### config.mk
export PLATFORM = sky130hd
export DESIGN_NAME = rtc_lp_counter
export DESIGN_NICKNAME = d
export VERILOG_FILES = /design/src/rtl/rtc_lp_pkg.sv /design/src/rtl/rtc_tick_sync.sv /design/src/rtl/rtc_wr_stage.sv /design/src/rtl/rtc_time_core.sv /design/src/rtl/rtc_lp_counter.sv
export SDC_FILE = /design/constraint.sdc
export NUM_CORES = 1
export LEC_CHECK = 0
export ABC_AREA = 0
export BUFFER_PORTS_ARGS = -buffer_cell sky130_fd_sc_hd__buf_2
export CAP_MARGIN = 20
export CORE_MARGIN = 3
export CORE_UTILIZATION = 57
export CTS_CLUSTER_SIZE = 28
export DETAILED_ROUTE_END_ITERATION = 8
export HOLD_SLACK_MARGIN = 0.12
export PLACE_DENSITY = 0.76
export SYNTH_ARGS = -nofsm -noshare
export SYNTH_HDL_FRONTEND = slang
export SYNTH_SLANG_ARGS = --single-unit
export TNS_END_PERCENT = 30
### constraint.sdc
create_clock -name clk -period 3.1 [get_ports clk]
set_clock_uncertainty 0.1 [all_clocks]
set_input_delay 0.31 -clock clk [delete_from_list [all_inputs] [get_ports clk]]
set_output_delay 0.31 -clock clk [all_outputs]
set_load 0.02 [all_outputs]
### src/rtl/rtc_lp_pkg.sv
package rtc_lp_pkg;
  localparam int unsigned ADDR_W = 5;
  localparam int unsigned DATA_W = 32;

  localparam logic [ADDR_W-1:0] OFS_SEC      = 5'h00;
  localparam logic [ADDR_W-1:0] OFS_FRAC     = 5'h04;
  localparam logic [ADDR_W-1:0] OFS_ALM_SEC  = 5'h08;
  localparam logic [ADDR_W-1:0] OFS_ALM_FRAC = 5'h0C;
  localparam logic [ADDR_W-1:0] OFS_CTRL     = 5'h10;
  localparam logic [ADDR_W-1:0] OFS_STAT     = 5'h14;
  localparam logic [ADDR_W-1:0] OFS_IEN      = 5'h18;

  localparam int unsigned ST_SVF = 0;
  localparam int unsigned ST_NVF = 1;
  localparam int unsigned ST_CAF = 4;
  localparam int unsigned ST_WEF = 7;
  localparam int unsigned ST_WCF = 8;
  localparam int unsigned ST_WNF = 9;
  localparam int unsigned ST_WBF = 10;
  localparam int unsigned CTL_RUN = 3;

  localparam logic [DATA_W-1:0] IEN_MASK = 32'h0000_0390;

  typedef struct packed {
    logic [ADDR_W-1:0] addr;
    logic [DATA_W-1:0] data;
  } wr_req_t;
endpackage

### src/rtl/rtc_tick_sync.sv
module rtc_tick_sync #(
  parameter int unsigned STAGES = 2
) (
  input  logic clk,
  input  logic rst,
  input  logic async_in,
  output logic tick
);
  localparam int unsigned MSB = STAGES - 1;

  logic [MSB:0] sr;
  logic         last;

  always_ff @(posedge clk) begin
    if (rst) begin
      sr   <= '0;
      last <= 1'b0;
      tick <= 1'b0;
    end else begin
      sr   <= {sr[MSB-1:0], async_in};
      last <= sr[MSB];
      tick <= sr[MSB] & ~last;
    end
  end
endmodule

### src/rtl/rtc_wr_stage.sv
module rtc_wr_stage
  import rtc_lp_pkg::*;
(
  input  logic    clk,
  input  logic    rst,
  input  logic    req_valid,
  input  wr_req_t req,
  input  logic    tick,
  output logic    pending,
  output wr_req_t held,
  output logic    apply,
  output logic    reject
);
  assign apply  = pending & tick;
  assign reject = req_valid & pending;

  always_ff @(posedge clk) begin
    if (rst) begin
      pending <= 1'b0;
      held    <= '0;
    end else if (pending) begin
      if (tick) pending <= 1'b0;
    end else if (req_valid) begin
      pending <= 1'b1;
      held    <= req;
    end
  end

  // a refused write leaves the staged request untouched
  a_r6_keep_staged: assert property (@(posedge clk) disable iff (rst)
    (pending && req_valid) |=> (held == $past(held)));

  // a staged write waits for a slow edge
  a_r4_wait_edge: assert property (@(posedge clk) disable iff (rst)
    (pending && !tick) |=> pending);
endmodule

### src/rtl/rtc_time_core.sv
module rtc_time_core #(
  parameter int unsigned SEC_W  = 32,
  parameter int unsigned FRAC_W = 15
) (
  input  logic              clk,
  input  logic              rst,
  input  logic              tick,
  input  logic              run_en,
  input  logic              ld_sec,
  input  logic              ld_frac,
  input  logic [SEC_W-1:0]  ld_data,
  output logic [SEC_W-1:0]  sec,
  output logic [FRAC_W-1:0] frac
);
  localparam int unsigned CNT_W = SEC_W + FRAC_W;

  logic [CNT_W-1:0] next_cnt;
  assign next_cnt = {sec, frac} + CNT_W'(1);

  always_ff @(posedge clk) begin
    if (rst) begin
      sec  <= '0;
      frac <= '0;
    end else if (ld_sec) begin
      sec <= ld_data;
    end else if (ld_frac) begin
      frac <= ld_data[FRAC_W-1:0];
    end else if (tick && run_en) begin
      {sec, frac} <= next_cnt;
    end
  end

  // no movement while stopped and not loaded
  a_r3_held: assert property (@(posedge clk) disable iff (rst)
    (!run_en && !ld_sec && !ld_frac) |=> ($stable(sec) && $stable(frac)));
endmodule

### src/rtl/rtc_lp_counter.sv
module rtc_lp_counter
  import rtc_lp_pkg::*;
#(
  parameter int unsigned FRAC_W      = 15,
  parameter int unsigned SYNC_STAGES = 2
) (
  input  logic              clk,
  input  logic              rst,
  input  logic              lp_clk,
  input  logic              bus_wr,
  input  logic              bus_rd,
  input  logic [ADDR_W-1:0] bus_addr,
  input  logic [DATA_W-1:0] bus_wdata,
  output logic [DATA_W-1:0] bus_rdata,
  output logic              irq
);
  logic              tick, pend, apply, reject, slow_hit, wr_slow;
  wr_req_t           held;
  logic [DATA_W-1:0] sec, alm_sec, ctrl, ien, status;
  logic [FRAC_W-1:0] frac, alm_frac;
  logic              svf, nvf, caf, wef, wcf, sec_written;
  logic              ld_sec, ld_frac, run_en, alarm_hit, rd_stat;

  rtc_tick_sync #(.STAGES(SYNC_STAGES)) u_sync (
    .clk(clk), .rst(rst), .async_in(lp_clk), .tick(tick));

  always_comb begin
    unique case (bus_addr)
      OFS_SEC, OFS_FRAC, OFS_ALM_SEC, OFS_ALM_FRAC, OFS_CTRL, OFS_STAT: slow_hit = 1'b1;
      default: slow_hit = 1'b0;
    endcase
  end
  assign wr_slow = bus_wr & slow_hit;

  rtc_wr_stage u_stage (
    .clk(clk), .rst(rst), .req_valid(wr_slow),
    .req('{addr: bus_addr, data: bus_wdata}), .tick(tick),
    .pending(pend), .held(held), .apply(apply), .reject(reject));

  assign ld_sec  = apply && (held.addr == OFS_SEC);
  assign ld_frac = apply && (held.addr == OFS_FRAC);
  assign run_en  = ctrl[CTL_RUN] & sec_written & ~nvf;

  rtc_time_core #(.SEC_W(DATA_W), .FRAC_W(FRAC_W)) u_core (
    .clk(clk), .rst(rst), .tick(tick), .run_en(run_en),
    .ld_sec(ld_sec), .ld_frac(ld_frac), .ld_data(held.data),
    .sec(sec), .frac(frac));

  assign alarm_hit = (sec == alm_sec) & ~nvf;
  assign rd_stat   = bus_rd && (bus_addr == OFS_STAT);

  always_comb begin
    status         = '0;
    status[ST_SVF] = svf;
    status[ST_NVF] = nvf;
    status[ST_CAF] = caf;
    status[ST_WEF] = wef;
    status[ST_WCF] = wcf;
    status[ST_WNF] = ~pend;
    status[ST_WBF] = pend;
  end

  // configuration registers behind the slow path
  always_ff @(posedge clk) begin
    if (rst) begin
      ctrl        <= '0;
      alm_sec     <= '1;
      alm_frac    <= '0;
      sec_written <= 1'b0;
    end else if (apply) begin
      unique case (held.addr)
        OFS_CTRL:     ctrl        <= held.data;
        OFS_ALM_SEC:  alm_sec     <= held.data;
        OFS_ALM_FRAC: alm_frac    <= held.data[FRAC_W-1:0];
        OFS_SEC:      sec_written <= 1'b1;
        default: ;
      endcase
    end
  end

  // status flags: clears first, sets win
  always_ff @(posedge clk) begin
    if (rst) begin
      svf <= 1'b1;
      nvf <= 1'b1;
      caf <= 1'b0;
      wef <= 1'b0;
      wcf <= 1'b0;
    end else begin
      if (apply && (held.addr == OFS_STAT)) begin
        if (held.data[ST_SVF]) svf <= 1'b0;
        if (held.data[ST_NVF]) nvf <= 1'b0;
        if (held.data[ST_CAF]) caf <= 1'b0;
        if (held.data[ST_WEF]) wef <= 1'b0;
      end
      if (reject)    wef <= 1'b1;
      if (alarm_hit) caf <= 1'b1;
      if (rd_stat)   wcf <= 1'b0;
      if (apply)     wcf <= 1'b1;
    end
  end

  // interrupt enable: direct bus-speed path
  always_ff @(posedge clk) begin
    if (rst)                               ien <= '0;
    else if (bus_wr && bus_addr == OFS_IEN) ien <= bus_wdata & IEN_MASK;
  end

  always_ff @(posedge clk) begin
    if (rst) begin
      bus_rdata <= '0;
      irq       <= 1'b0;
    end else begin
      irq <= |(status & ien);
      if (bus_rd) begin
        unique case (bus_addr)
          OFS_SEC:      bus_rdata <= sec;
          OFS_FRAC:     bus_rdata <= DATA_W'(frac);
          OFS_ALM_SEC:  bus_rdata <= alm_sec;
          OFS_ALM_FRAC: bus_rdata <= DATA_W'(alm_frac);
          OFS_CTRL:     bus_rdata <= ctrl;
          OFS_STAT:     bus_rdata <= status;
          OFS_IEN:      bus_rdata <= ien;
          default:      bus_rdata <= '0;
        endcase
      end
    end
  end

  // completion of a staged write is always flagged
  a_r5_done_flag: assert property (@(posedge clk) disable iff (rst)
    $fell(pend) |-> wcf);

  // enable writes land in the next cycle
  a_r7_ien_now: assert property (@(posedge clk) disable iff (rst)
    (bus_wr && bus_addr == OFS_IEN) |=> (ien == ($past(bus_wdata) & IEN_MASK)));

  // a match while valid raises the alarm flag
  a_r9_alarm_set: assert property (@(posedge clk) disable iff (rst)
    alarm_hit |=> caf);

  // nothing enabled means no interrupt
  a_r10_irq_quiet: assert property (@(posedge clk) disable iff (rst)
    (ien == '0) |=> !irq);
endmodule

==> metrics.cfg, run 1 <==
[run_status]
outcome=completed

[routing]
vias=9194
antenna_left=0
drt_wl_total_mm=29.35
vias_per_cell=6.216
dr.pass1.iters=7
drt_iter0_drc=841
drt-wirelength-per-cell_um=19.85
remaining_drc_errors=0

[layout]
layout_commonest_cell=nand2_1
n_antenna_cell=0
area_growth_pct=17.27
fill_cells=1373
multiInputGateArea_um2=5094
nets=1292
fin_area_um2=11340
drive_gt1_share_pct=12.51
most-common-layout-cells=nand2_1, dfxtp_1, a21oi_1
ff_latch_area_um2=4224

[synthesis]
synth-seq-cells=211
yosys-top-cells-area=dfxtp_1, nand2_1, a21oi_1, xnor2_1, clkbuf_1
synth_xor_area_share_pct=5.436
netlist_instances=1175
ys_types=55
synth_top_family_by_area=simple AND/OR/NAND/NOR gates
syn_area_um2=9667
synth_compound_area_share_pct=18.59
synthMuxAreaShare_pct=1.864
syn_avg_cell_area_um2=8.227
ys_seq_area_share_pct=43.70
synth_nets=1218
yosys.area.top_type_share_pct=43.70
synthAdderAreaFrac_pct=0.1294
synth_top_cell_by_area=dfxtp_1
yosysWarnings=0
ys.flop_type=dfxtp_1
synth-simple-area-share_pct=26.16
postSynth.asyncResetShare_pct=0
synth_edf_count=0

[placement]
gp_congestion=0.9637
portBuffers=74
place_ws_ns=0.4702
dpl.hpwl_mm=19.55
place_area_um2=10280

[floorplanning]
pin_count=75
initial_utilization_pct=59.56
core_area_um2=16230
die_x_um=136.2
die_area_um2=18560
die_h_um=136.2
rows=46

[worst_setup_path]
path_max_fanout=13
critPathKind=reg -> reg
crit_path_end_kind=flop
ff2ff_setup_slack_ns=0.45
cp.required_ns=3.42
startpoint_type=flop
cp_data_arrival_time_ns=2.97

[global_route]
grt_pass1_vias=8825
grt-ovfl-total=0
grt_usage_pct=31.70
antenna_found_initial=0
grt_max_degree=83
grt_pass1_wl_mm=47.04

[clock_tree]
ctsHoldBuffers=38
cts_resized=0
clk_latency_ns=0.51
cts.reportedPaths.clkPinSlew_ns=0.06
cts_tree=yes
postCtsSetupRepairBufs=0
cts_made_buffers=22
cts-root-buf=clkbuf_16
h-tree-depth=1
cts_sinks=211
clockBufferDepth=3

[sta]
grt_setup_unrepaired=no
hold_viol=0
fin_crit_sh_pct=85.45
slew_headroom_pct=45.51
tightest_slew_ns=0.8124
setup_viol=0
period_needed_ns=2.649
drv_slew=0
fin_tns_setup_ns=0
finalWorstSetupSlack_ns=0.4509
fmax_mhz=377.5

[power_and_ir_drop]
power.total_w=0.005493
p_leak_nw=4.225
ir_worst_vdd_v=0.0004007
power_density_nw_per_um2=484.6

[min_path]
min_path_type=in -> reg

[run]
cap_violations=0

[through the flow]
| step | instances | hold slack [ns] | util [%] |
|---|---|---|---|
| 6_report | 1479 | 0.1461 | 69.84 |
| 5_1_grt | 1479 | 0.1894 | 69.84 |
| 4_1_cts | 1479 | 0.1441 | 69.84 |
| 3_5_place_dp | 1403 | 0.2850 | 63.32 |
| 3_3_place_gp | 1403 | 0.2760 | 63.32 |
| 2_1_floorplan | 1175 | 0.2674 | - |
[power breakdown]
part / leakage [nW] / internal, W / switching (W)
registers: 1.70 / 0.00273 / 0.0000297
clock network: 0.330 / 0.00145 / 0.00105
logic: 2.19 / 0.000100 / 0.000127
[routing by layer]
layer  routed length [µm]  track usage [%]
met1                11900            41.19
met2                13810            53.16
met3                 2375            4.478
met4                 1266            12.71
met5                    0                0
[registers in the layout, indices dropped and copies added, names as in the netlist, 2 cells and up]
register	cells
bus_rdata	32
alm_frac	15
u_sync.sr	2
u_core.sec	32
ien	4
u_stage.held	37
alm_sec	32
ctrl	32
u_core.frac	15
[layout make-up]
type	count	share of cell area, %
multi-input cells	859	44.93
clock buffers	35	5.828
clock inverters	3	0.1545
repair buffers	149	9.238
flip-flops and latches	211	37.26
inverters	6	0.1987
well taps	216	2.384
[worst max-delay path: stages, from the launching register on]
cell,delay [ns]
dfxtp_1,0.43
nand4_2,0.16
or4_4,0.64
or4_1,0.57
or4_1,0.40
a311oi_1,0.25
[path summary, 6_finish.rpt]
kind                                      from              to  depth (start not counted)
worst max-delay path            u_core.frac[2]  u_core.sec[26]                          5
worst min-delay path                       rst    u_sync.sr[0]                          2
worst max register to register  u_core.frac[2]  u_core.sec[26]                          5
worst min register to register     u_sync.last     u_sync.tick                          1
[synthesized netlist by cell type (all sizes together), types with 25 or more instances]
| cell | instances |
|---|---|
| nand2 | 239 |
| dfxtp | 211 |
| clkbuf | 96 |
| a21oi | 95 |
| nor2 | 83 |
| xnor2 | 43 |
| nand3b | 35 |
| a22oi | 32 |
| a222oi | 29 |
| nand4 | 27 |
| nand3 | 26 |
| a211oi | 25 |
[logic make-up after synthesis]
logic type               count (synthesis)
buffers and inverters                  105
adder cells (fa/ha/maj)                  1
XOR/XNOR                                60
multiplexers                            18
AO/OA/AOI/OAI                          261
AND/OR/NAND/NOR                        519
flip-flops                             211
(Power assumes the default switching activity.)
==> run 2: changes to the inputs <==
CORE_UTILIZATION = 59   (was 57)
GPL_ROUTABILITY_DRIVEN = 0   (was unset)
PLACE_DENSITY = 0.79   (was 0.76)
==> run 2 against run 1 <==
  * Global-route usage up 0.25 points
  * Core utilization rose by 1.6 points
  * Die area decreased by 3.2%
  * Sequential power about the same
  * First-iteration DRC count grew 49%
  * Worst setup slack got worse by 0.064 ns
  * Fmax fell by 2.4%
  * Wire length fell by 0.82%
  * Critical path depth unchanged
  * Register-to-register slack worse by 0.06 ns
  * Final cell count barely moved
  * Highest routed layer unchanged
==> metrics.cfg, run 2 (same netlist as run 1, synthesis figures left out) <==
[worst_setup_path]
crit_path_end_kind=flop
startpoint_type=flop
path_max_fanout=13
cp.required_ns=3.40
cp_data_arrival_time_ns=3.01
critPathKind=reg -> reg

[power_and_ir_drop]
ir_worst_vdd_v=0.0005926
seqPwrFrac_pct=48.4
pwr-share-clk_pct=47.7
swShare_pct=21.73
p_leak_nw=4.262
p_comb_share_pct=4.0
p_sw_w=0.001240
power.internal_w=0.004467
power_density_nw_per_um2=500.7

[clock_tree]
cts.reportedPaths.clkPinSlew_ns=0.07
postCtsSetupRepairBufs=0
cts_tree=yes
cts_made_buffers=22
cts_sinks=211
clk_latency_ns=0.51
clockBufferDepth=3
cts_resized=0
ctsHoldBuffers=38
h-tree-depth=1
cts-root-buf=clkbuf_16

[layout]
fin_area_um2=11400
n_antenna_cell=0
nets=1292
most-common-layout-cells=nand2_1, dfxtp_1, a21oi_1
largest-register=u_stage.held
multiInputGateArea_um2=5094
largest_reg_flops=37
layout_commonest_cell=nand2_1
drive_gt1_share_pct=13.05
fill_cells=1310
area_growth_pct=17.90
ff_latch_area_um2=4224

[sta]
drv_slew=0
fin_crit_sh_pct=87.51
grt_setup_unrepaired=no
hold_viol=0
tightest_slew_ns=0.9218
period_needed_ns=2.713
finalWorstSetupSlack_ns=0.3870
fmax_mhz=368.6
fin_tns_setup_ns=0
slew_headroom_pct=38.18
setup_viol=0

[global_route]
grt_max_degree=107
grt_pass1_vias=8726
grt-ovfl-total=0
antenna_found_initial=0
grt_usage_pct=31.95
grt_pass1_wl_mm=46.53

[floorplanning]
rows=46
die_area_um2=17960
initial_utilization_pct=60.63
die_x_um=134
pin_count=75
core_area_um2=15940
die_h_um=134

[routing]
vias=9358
remaining_drc_errors=0
dr.pass1.iters=7
drt_iter0_drc=1250
antenna_left=0
vias_per_cell=6.323
drt_wl_total_mm=29.11
drt-wirelength-per-cell_um=19.67

[run]
cap_violations=0

[placement]
dpl.hpwl_mm=18.96
portBuffers=74
place_area_um2=10260
place_ws_ns=0.4886

[min_path]
min_path_type=in -> reg

[run_status]
outcome=completed

[run 2: critical path, stage by stage, from the launching register on]
cell	delay, ns
dfxtp_1	0.44
nand4_2	0.14
or4_4	0.64
or4_1	0.57
or4_1	0.41
a311oi_1	0.31
[run 2: cell type report]
class                           instances  share of cell area (%)
Multi-Input combinational cell        859                   44.69
Sequential cell                       211                   37.06
Timing Repair Buffer                  149                   9.079
Clock buffer                           30                   5.720
Tap cell                              216                   2.371
Clock inverter                          9                  0.8783
Inverter                                6                  0.1976
[run 2: path summary, 6_finish.rpt]
check               endpoint  slack, ns            from  cells after the start
max           u_core.sec[26]       0.39  u_core.frac[2]                      5
min          u_stage.held[1]       0.19             rst                      2
max reg2reg   u_core.sec[26]       0.39  u_core.frac[2]                      5
min reg2reg      u_sync.tick       0.29     u_sync.last                      1
[run 2: through the flow]
| stage | util (%) | power [W] | hold slack, ns | instances |
|---|---|---|---|---|
| 3_5_place_dp | 64.39 | 0.003004 | 0.2754 | 1403 |
| 4_1_cts | 71.49 | 0.005719 | 0.2118 | 1480 |
| 6_report | 71.49 | 0.005707 | 0.1927 | 1480 |
| 2_1_floorplan | - | 0.002921 | 0.2674 | 1175 |
| 5_1_grt | 71.49 | 0.005851 | 0.2443 | 1480 |
| 3_3_place_gp | 64.39 | 0.003002 | 0.2738 | 1403 |
[run 2: power by group through the flow]
stage	Combinational [W]	Clock, W	Sequential [W]
global placement	0.000184	0	0.00282
finish	0.000226	0.00272	0.00276
detailed placement	0.000185	0	0.00282
CTS	0.000222	0.00274	0.00276
global route	0.000245	0.00285	0.00276
floorplan	0.000114	0	0.00281
[run 2: per-layer routing]
metal | routed length (µm) | share of wire [%] | GRT usage [%] | up-vias
met2 | 13630 | 47 | 53.17 | 509
met5 | 0 | 0 | 0 | -
li1 | - | - | - | 4365
met4 | 1240 | 4.3 | 12.17 | 0
met1 | 11730 | 40 | 41.74 | 4382
met3 | 2502 | 8.6 | 5.476 | 102
==> run 3: changes to the inputs <==
clock period = 2.7 ns   (was 3.1 ns; I/O delays follow)
==> run 3 against run 2 <==
  * Non-clock buffer count grew 18
  * Highest routed layer unchanged
  * Design area up 2.0%
  * Via count is 2.3% higher
  * Critical path type unchanged
  * Final cell count up 1.2%
  * Worst hold slack lost 0.052 ns
  * Global-route usage increased by 0.67 points
==> metrics.cfg, run 3 (same netlist as run 1, synthesis figures left out) <==
[run_status]
outcome=completed

[power_and_ir_drop]
p_comb_share_pct=3.9
ir_worst_vdd_v=0.0005559
p_sw_w=0.001431
swShare_pct=20.84
p_leak_nw=4.382
power.internal_w=0.005438
seqPwrFrac_pct=46.1
power_density_nw_per_um2=590.8
pwr-share-clk_pct=50.0

[worst_setup_path]
cpMostUsedCell=or4_1
reg2reg_to=u_core.sec[26]
crit_cells=5
rr_startpoint=u_core.frac[3]
ff2ff_setup_slack_ns=0.18
crit_path_end_kind=flop
startpoint_type=flop
path_max_fanout=5
cp_slowest_cell=or4_4
critPathKind=reg -> reg
crit_family=simple AND/OR/NAND/NOR gates
path_buf_inv=0
cp_data_arrival_time_ns=2.83
slowest_delay_ns=0.56
path_cells=nand4_2 > or4_4 > or4_1 > or4_1 > a311oi_1
reg2regPathDepth=5
cp.required_ns=3.01

[run]
cap_violations=0

[clock_tree]
cts_resized=0
cts.reportedPaths.clkPinSlew_ns=0.06
cts_made_buffers=22
clockBufferDepth=3
cts_tree=yes
clk_latency_ns=0.50
cts-root-buf=clkbuf_16
cts_sinks=211
h-tree-depth=1

[layout]
nets=1310
area_growth_pct=20.28
drive_gt1_share_pct=14.04
n_antenna_cell=0
fill_cells=1225
largest_reg_flops=37
largest-register=u_stage.held
ff_latch_area_um2=4224
fin_area_um2=11630
layout_commonest_cell=nand2_1
fin_util_pct=72.93
multiInputGateArea_um2=5094
most-common-layout-cells=nand2_1, dfxtp_1, a21oi_1

[routing]
vias=9575
remaining_drc_errors=0
antenna_left=0
drt-wirelength-per-cell_um=19.90
drt_wl_total_mm=29.81
dr.pass1.iters=8
drt_iter0_drc=1442
vias_per_cell=6.392

[placement]
place_ws_ns=0.2023
dpl.hpwl_mm=19.71
place_area_um2=10430
portBuffers=74

[floorplanning]
core_area_um2=15940
die_area_um2=17960
rows=46
initial_utilization_pct=60.63
die_h_um=134
pin_count=75
die_x_um=134

[global_route]
grt_usage_pct=32.62
antenna_found_initial=0
grt_max_degree=96
grt_pass1_vias=9141
grt_pass1_wl_mm=47.76
grt-ovfl-total=0

[sta]
slew_headroom_pct=43.88
period_needed_ns=2.520
fin_crit_sh_pct=93.33
tightest_slew_ns=0.8368
fin_tns_setup_ns=0
grt_setup_unrepaired=no
drv_slew=0
fmax_mhz=396.8
hold_viol=0
setup_viol=0
whs_ns=0.1409
finalWorstSetupSlack_ns=0.1800

[min_path]
min_to=u_sync.sr[1]
min_path_type=in -> reg
hold_depth=2
hp-start=rst

-- run 3: changes by cell type in the layout (fill, tap and decap cells not counted) --
cell / previous run / this run
buf_12: 0 / 2
buf_4: 37 / 53
bufinv_16: 2 / 6
clkbuf_1: 2 / 5
clkbuf_8: 5 / 2
clkinv_2: 5 / 1
-- run 3: metal layers --
metal / up-vias / GRT usage (%) / share of wire [%] / wire length (µm)
met5: - / 0 / 0 / 0
met4: 0 / 12.23 / 3.6 / 1059
met3: 89 / 5.139 / 9.3 / 2767
met2: 516 / 54.86 / 47 / 14080
met1: 4567 / 42.54 / 40 / 11910
li1: 4403 / - / - / -
-- run 3: worst max-delay path by stage --
stage                          end      startpoint  slack, ns
floorplan           u_core.sec[29]  u_core.sec[16]       0.24
global placement    u_core.sec[26]  u_core.frac[3]       0.23
detailed placement  u_core.sec[26]  u_core.frac[0]       0.20
CTS                 u_core.sec[26]  u_core.frac[0]       0.20
global route        u_core.sec[19]  u_core.frac[4]       0.04
finish              u_core.sec[26]  u_core.frac[3]       0.18
-- run 3: repair_timing --
| item | in CTS | in global routing |
|---|---|---|
| endpoints found under the hold margin | 41 | 0 |
| hold buffers | 38 | 0 |
| buffers inserted | 0 | 0 |
-- run 3: cell type report --
class	count	share of cell area, %
repair buffers	167	10.28
inverters	6	0.1937
flip-flops and latches	211	36.33
clock inverters	9	1.722
multi-input cells	859	43.81
clock buffers	30	5.348
well taps	216	2.324
-- run 3: power by group through the flow --
stage | sequential (W) | clock (W) | combinational (W)
floorplan | 0.00322 | 0 | 0.000131
global placement | 0.00323 | 0 | 0.000215
detailed placement | 0.00324 | 0 | 0.000218
CTS | 0.00317 | 0.00346 | 0.000260
global route | 0.00317 | 0.00358 | 0.000287
finish | 0.00317 | 0.00343 | 0.000267
-- run 3: through the flow --
| step | cells | total power, W |
|---|---|---|
| floorplan | 1175 | 0.003353 |
| global route | 1498 | 0.007039 |
| global placement | 1421 | 0.003450 |
| CTS | 1498 | 0.006882 |
| finish | 1498 | 0.006869 |
| detailed placement | 1421 | 0.003453 |
